## src/rtl/omega_pkg.sv

```systemverilog
package omega_pkg;

    // Setting of one two-by-two switch box
    typedef enum logic [1:0] {
        SW_PASS     = 2'd0,   // upper->upper, lower->lower
        SW_CROSS    = 2'd1,   // upper->lower, lower->upper
        SW_UP_FAN   = 2'd2,   // upper input drives both outputs
        SW_LO_FAN   = 2'd3    // lower input drives both outputs
    } sw_mode_e;

endpackage

```

## src/rtl/omega_switch.sv

```systemverilog
// One 2x2 switch box. Lane layout: {vld, bcast, src, dst, data}.
module omega_switch
    import omega_pkg::*;
#(
    parameter int AW   = 3,
    parameter int DW   = 8,
    parameter int BIT  = 2,
    parameter bit LAST = 1'b0
) (
    input  logic [DW+2*AW+1:0] up_i,
    input  logic [DW+2*AW+1:0] lo_i,
    output logic [DW+2*AW+1:0] up_o,
    output logic [DW+2*AW+1:0] lo_o
);
    localparam int VLD = DW + 2*AW + 1;
    localparam int BCF = DW + 2*AW;

    logic     up_v, lo_v, up_bit, lo_bit, up_fan, lo_fan, lo_ok;
    sw_mode_e mode;
    logic [DW+2*AW+1:0] lo_keep;

    assign up_v   = up_i[VLD];
    assign lo_v   = lo_i[VLD];
    assign up_bit = up_i[DW+BIT];
    assign lo_bit = lo_i[DW+BIT];
    assign up_fan = LAST && up_i[BCF];
    assign lo_fan = LAST && lo_i[BCF];

    // Lower input survives only if it needs an output the upper one leaves free
    assign lo_ok = lo_v && (!up_v || (!up_fan && !lo_fan && (up_bit != lo_bit)));

    always_comb begin
        if (up_v)
            mode = up_fan ? SW_UP_FAN : (up_bit ? SW_CROSS : SW_PASS);
        else if (lo_v)
            mode = lo_fan ? SW_LO_FAN : (lo_bit ? SW_PASS : SW_CROSS);
        else
            mode = SW_PASS;
    end

    always_comb begin
        lo_keep      = lo_i;
        lo_keep[VLD] = lo_ok;
    end

    always_comb begin
        unique case (mode)
            SW_PASS:   begin up_o = up_i;    lo_o = lo_keep; end
            SW_CROSS:  begin up_o = lo_keep; lo_o = up_i;    end
            SW_UP_FAN: begin up_o = up_i;    lo_o = up_i;    end
            SW_LO_FAN: begin up_o = lo_keep; lo_o = lo_keep; end
        endcase
    end

endmodule

```

## src/rtl/omega_stage.sv

```systemverilog
// Perfect shuffle followed by one column of N/2 switch boxes.
module omega_stage #(
    parameter int N    = 8,
    parameter int AW   = 3,
    parameter int DW   = 8,
    parameter int BIT  = 2,
    parameter bit LAST = 1'b0
) (
    input  logic [N*(DW+2*AW+2)-1:0] in_lanes,
    output logic [N*(DW+2*AW+2)-1:0] out_lanes
);
    localparam int LW = DW + 2*AW + 2;

    logic [N*LW-1:0] shuf;

    for (genvar p = 0; p < N; p++) begin : g_shuffle
        localparam int S = ((2*p) % N) + (p / (N/2));
        assign shuf[S*LW +: LW] = in_lanes[p*LW +: LW];
    end

    for (genvar j = 0; j < N/2; j++) begin : g_box
        omega_switch #(
            .AW   (AW),
            .DW   (DW),
            .BIT  (BIT),
            .LAST (LAST)
        ) u_box (
            .up_i (shuf[(2*j)*LW +: LW]),
            .lo_i (shuf[(2*j+1)*LW +: LW]),
            .up_o (out_lanes[(2*j)*LW +: LW]),
            .lo_o (out_lanes[(2*j+1)*LW +: LW])
        );
    end

endmodule

```

## src/rtl/omega_router.sv

```systemverilog
module omega_router #(
    parameter int N  = 8,
    parameter int DW = 8
) (
    input  logic                   clk,
    input  logic                   rst_n,
    input  logic [N-1:0]           req_valid,
    input  logic [N*$clog2(N)-1:0] req_dest,
    input  logic [N-1:0]           req_bcast,
    input  logic [N*DW-1:0]        req_data,
    output logic [N-1:0]           req_grant,
    output logic [N-1:0]           mem_valid,
    output logic [N*$clog2(N)-1:0] mem_src,
    output logic [N*DW-1:0]        mem_data
);
    localparam int AW  = $clog2(N);
    localparam int LW  = DW + 2*AW + 2;
    localparam int VLD = LW - 1;
    localparam int SRC = DW + AW;

    logic [N*LW-1:0] bus [AW+1];

    // Assemble the input lanes
    for (genvar p = 0; p < N; p++) begin : g_lane_in
        assign bus[0][p*LW +: LW] = {req_valid[p], req_bcast[p], AW'(p),
                                     req_dest[p*AW +: AW], req_data[p*DW +: DW]};
    end

    for (genvar k = 0; k < AW; k++) begin : g_col
        omega_stage #(
            .N    (N),
            .AW   (AW),
            .DW   (DW),
            .BIT  (AW-1-k),
            .LAST (k == AW-1)
        ) u_col (
            .in_lanes  (bus[k]),
            .out_lanes (bus[k+1])
        );
    end

    // Every lane still valid at the far side names a granted source
    always_comb begin
        req_grant = '0;
        for (int i = 0; i < N; i++) begin
            if (bus[AW][i*LW+VLD])
                req_grant[bus[AW][i*LW+SRC +: AW]] = 1'b1;
        end
    end

    always_ff @(posedge clk or negedge rst_n) begin
        if (!rst_n) begin
            mem_valid <= '0;
            mem_src   <= '0;
            mem_data  <= '0;
        end else begin
            for (int i = 0; i < N; i++) begin
                mem_valid[i]          <= bus[AW][i*LW+VLD];
                mem_src[i*AW +: AW]   <= bus[AW][i*LW+SRC +: AW];
                mem_data[i*DW +: DW]  <= bus[AW][i*LW +: DW];
            end
        end
    end

endmodule

```

## config.mk

```make
export PLATFORM = sky130hd
export DESIGN_NAME = omega_router
export DESIGN_NICKNAME = d
export VERILOG_FILES = /design/src/rtl/omega_pkg.sv /design/src/rtl/omega_switch.sv /design/src/rtl/omega_stage.sv /design/src/rtl/omega_router.sv
export SDC_FILE = /design/constraint.sdc
export NUM_CORES = 1
export LEC_CHECK = 0
export BUFFER_PORTS_ARGS = -buffer_cell sky130_fd_sc_hd__clkbuf_2
export CAP_MARGIN = 30
export CORE_UTILIZATION = 56
export DETAILED_ROUTE_END_ITERATION = 10
export PLACE_DENSITY_LB_ADDON = 0.15
export SYNTH_ARGS = -nofsm -noshare
export SYNTH_HDL_FRONTEND = slang
export SYNTH_SLANG_ARGS = --single-unit
```

## constraint.sdc

```tcl
create_clock -name clk -period 3.42 [get_ports clk]
set_input_delay 0.171 -clock clk [delete_from_list [all_inputs] [get_ports clk]]
set_output_delay 0.171 -clock clk [all_outputs]
set_load 0.01 [all_outputs]
```

==> summary.log <==
INFO  status         outcome=finished with violations
INFO  status         violations_in_the_final_reports=design-rule violations
INFO  critical_path  buf_inv_on_cp=2
INFO  power_and_ir_drop total_leakage_power=4.232nW
INFO  layout         number_of_diodes=0
INFO  critical_path  timing.critical_path.from_type=input pin
INFO  cts            worst_setup_hold_path_clk_slew=70ps
INFO  synth          ys_seq_elements=96
INFO  cts            cts_tree=built
INFO  layout         fin_cells=992
INFO  placement      place_congestion=0.9127
INFO  grt            grt_max_degree=39
INFO  cts            cts.root.buffer_cell=clkbuf_16
INFO  synth          count_of_flip_flops_with_a_built_in_enable_after_synthesis=0
INFO  critical_path  critical_path.cell_chain=clkbuf_2 > or3b_1 > o31a_1 > a31oi_4 > mux2i_1 > xor2_1 > a21o_1 > a311o_1 > a221oi_2 > o211ai_1 > clkbuf_2
INFO  grt            gr-total-overflow=0
INFO  synth          sequential_fraction_of_the_synthesis_area=35.71%
INFO  critical_path  worst-endpoint-required=3250ps
INFO  grt            first_global_vias=6,036
INFO  critical_path  critical_path_class=in2out
INFO  grt            global_route.usage.met2=55.21%
INFO  route          drt_first_iter_violations=496
INFO  synth          synthesis.area_per_instance=10.59squm
INFO  route          drt-total-wl=21.01mm
INFO  synth          dominantRegCellSynth=dfrtp_1
INFO  layout         drive_gt1_share=37.22%
INFO  layout         layout_commonest_cell=clkbuf_2
INFO  worst_hold_path worst_hold_path_type=in2reg
INFO  timing         unrepaired_setup_endpoints_after_global_routing=no
INFO  route          num_vias=6,002
INFO  layout         layout.cells.most_common_list=clkbuf_2 (208), mux2i_1 (179), dfrtp_1 (96), mux2_2 (55), nand2_1 (36)
INFO  timing         report.final.setup_viol=0
INFO  placement      place.port_buffers=209
INFO  placement      place.detailed.instances=975
INFO  layout         num-nets-final=950
INFO  critical_path  worst_path_dominant_cell_family=compound AO/OA/AOI/OAI gates
INFO  die            die-area=12,460squm
INFO  route          vias_per_cell=6.050
INFO  timing         tns=0ps
INFO  placement      placement.cell_area=7973squm
INFO  grt            grt_util_all_layers=34.36%
INFO  timing         final_max_slew_viol_count=0
INFO  die            die-height=111.6um
INFO  die            fp-row-count=39
INFO  placement      dp_hpwl=16.21mm
INFO  grt            initial_antenna_violation_count=0
INFO  timing         fmax=325.1MHz
INFO  layout         layout_cell_area_excl_fill=8297squm
INFO  critical_path  largest_fanout_on_the_critical_path=16
INFO  power_and_ir_drop power_per_cell_area=501.2nW/um^2
INFO  cts            cts_made_buffers=9
INFO  critical_path  critical_path.endpoint_type=primary output
INFO  synth          synth.cell_area=6728squm
INFO  critical_path  cpPeakStageDelay=600ps
INFO  cts            h_tree_depth=3
INFO  grt            grt_use_met1=47.61%
INFO  layout         syn_to_final_growth=23.32%
INFO  timing         min_period=3076ps
INFO  power_and_ir_drop vdd.ir_drop.worst=0.3528mV
INFO  critical_path  critPathSlowestCell=a31oi_4
INFO  route          route.detailed.drc=16
INFO  cts            clock_sink_count=96
INFO  grt            grt_busiest_layer=met2
INFO  timing         slew_worst_pin=669.5ps
INFO  synth          synth.yosys.warnings=0
INFO  timing         timing.slew.headroom=55.37%
INFO  cts            ctsResizeCount=0
INFO  synth          synth_cell_type_count=64
INFO  critical_path  crit_top_cell=clkbuf_2
INFO  grt            grt_pass1_wl=32.46mm
INFO  cts            hold_buffer_count_at_cts=1
INFO  die            floorplan.initialDensity=58.17%
INFO  die            number_of_primary_i_o_pins=210
INFO  critical_path  critPathArrivalTime=2910ps
INFO  route          detail_route.wl_per_cell=21.18um
INFO  run            max_cap_violations=0
INFO  synth          synthArstFlopShare=100.0%
INFO  grt            use_met3=6.042%
INFO  synth          net_count_synth=741
INFO  cts            cts.repair_timing.setup_buffer_count=0
INFO  die            design.core.area=11,560squm
INFO  timing         finalHoldViolCount=0
INFO  route          dr.pass1.iters=10
INFO  route          ant_nets=0
INFO  timing         period_share=89.95%
INFO  cts            clockBufferDepth=2
INFO  synth          synthesis.instances=635
INFO  layout         final_util=71.74%
INFO  die            chipWidth=111.6um
-- cells in the mapped netlist, drive strengths merged (2+ instances only) --
| cell | instances | area, sq um |
|---|---|---|
| nand3 | 9 | 45.04 |
| and2 | 9 | 56.30 |
| a21boi | 4 | 30.02 |
| clkbuf | 15 | 56.30 |
| nand2b | 17 | 106.4 |
| or3b | 7 | 61.31 |
| xor2 | 2 | 17.52 |
| buf | 18 | 100.1 |
| inv | 11 | 41.29 |
| a21oi | 12 | 60.06 |
| o31ai | 2 | 15.01 |
| a22oi | 2 | 15.01 |
| mux2 | 76 | 855.8 |
| mux2i | 179 | 1792 |
| or2 | 3 | 18.77 |
| and3 | 4 | 25.02 |
| dfrtp | 96 | 2402 |
| nor2 | 28 | 115.1 |
| o21ai | 21 | 108.9 |
| a211oi | 4 | 30.03 |
| a221o | 3 | 30.03 |
| o22ai | 6 | 37.54 |
| nand3b | 4 | 30.03 |
| o2bb2ai | 2 | 17.52 |
| a221oi | 3 | 38.79 |
| nand4 | 6 | 37.54 |
| and3b | 3 | 26.28 |
| o31a | 2 | 17.52 |
| nor3 | 4 | 20.02 |
| nand2 | 37 | 141.4 |
| a31oi | 8 | 65.06 |
| o211ai | 7 | 52.55 |
| nor2b | 7 | 43.79 |
| nor3b | 4 | 30.03 |
| a21o | 4 | 30.03 |
-- worst paths after layout --
kind	from	end	slack (ps)	cells past startpoint
hold / removal	req_data[19]	mem_data[51]$_DFF_PN0_	320	4
setup / recovery	req_dest[11]	req_grant[1]	340	11
min in group asynchronous	rst_n	mem_valid[4]$_DFF_PN0_	340	2
max in group asynchronous	rst_n	mem_src[5]$_DFF_PN0_	2200	3
-- layer usage --
layer | vias up | routed length (um)
met5 | - | 0
met1 | 2909 | 9493
li1 | 2772 | -
met3 | 30 | 1568
met4 | 0 | 349
met2 | 291 | 9600
-- state kept, by name, summed over array words and instances, names as in the netlist --
name,cells
mem_data,64
mem_src,24
mem_valid,8
-- layout make-up --
cell class / count / area [sq um]
multi-input cells: 495 / 4144
flip-flops and latches: 96 / 2402
fillers: 887 / 3268
inverters: 11 / 41.29
clock buffers: 9 / 225.2
repair buffers: 231 / 1216
well taps: 143 / 178.9
clock inverters: 7 / 88.84
-- cells by family (layout without fill, tap and decap cells) --
| family | after synthesis | in the layout | share of synthesized area [%] |
|---|---|---|---|
| flip-flops | 96 | 96 | 35.71 |
| multiplexers | 255 | 255 | 39.35 |
| XOR/XNOR | 3 | 3 | 0.3906 |
| AND/OR/NAND/NOR | 146 | 146 | 11.72 |
| buffers and inverters | 44 | 258 | 2.938 |
| AO/OA/AOI/OAI | 91 | 91 | 9.894 |
-- report_power, final --
| group | switching (mW) | leakage [nW] | internal (mW) |
|---|---|---|---|
| logic | 0.925 | 2.95 | 0.690 |
| clock network | 0.489 | 0.155 | 0.584 |
| registers | 0.0934 | 1.12 | 1.38 |
| total | 1.51 | 4.23 | 2.65 |
-- through the flow --
step	total power, mW	setup slack [ps]	hold slack [ps]
6_report	4.158	343.7	323.2
5_1_grt	4.333	167.2	347.2
4_1_cts	4.150	335.9	312.0
3_5_place_dp	3.070	352.8	179.9
3_3_place_gp	3.045	424.5	164.7
2_1_floorplan	2.432	878.7	-124.6
-- tightest hold or removal path, delay by kind of cell --
| family | cells | cell delay (ps) |
|---|---|---|
| buffers and inverters | 1 | 90 |
| multiplexers | 3 | 390 |
Power figures use the tool's default switching activity.
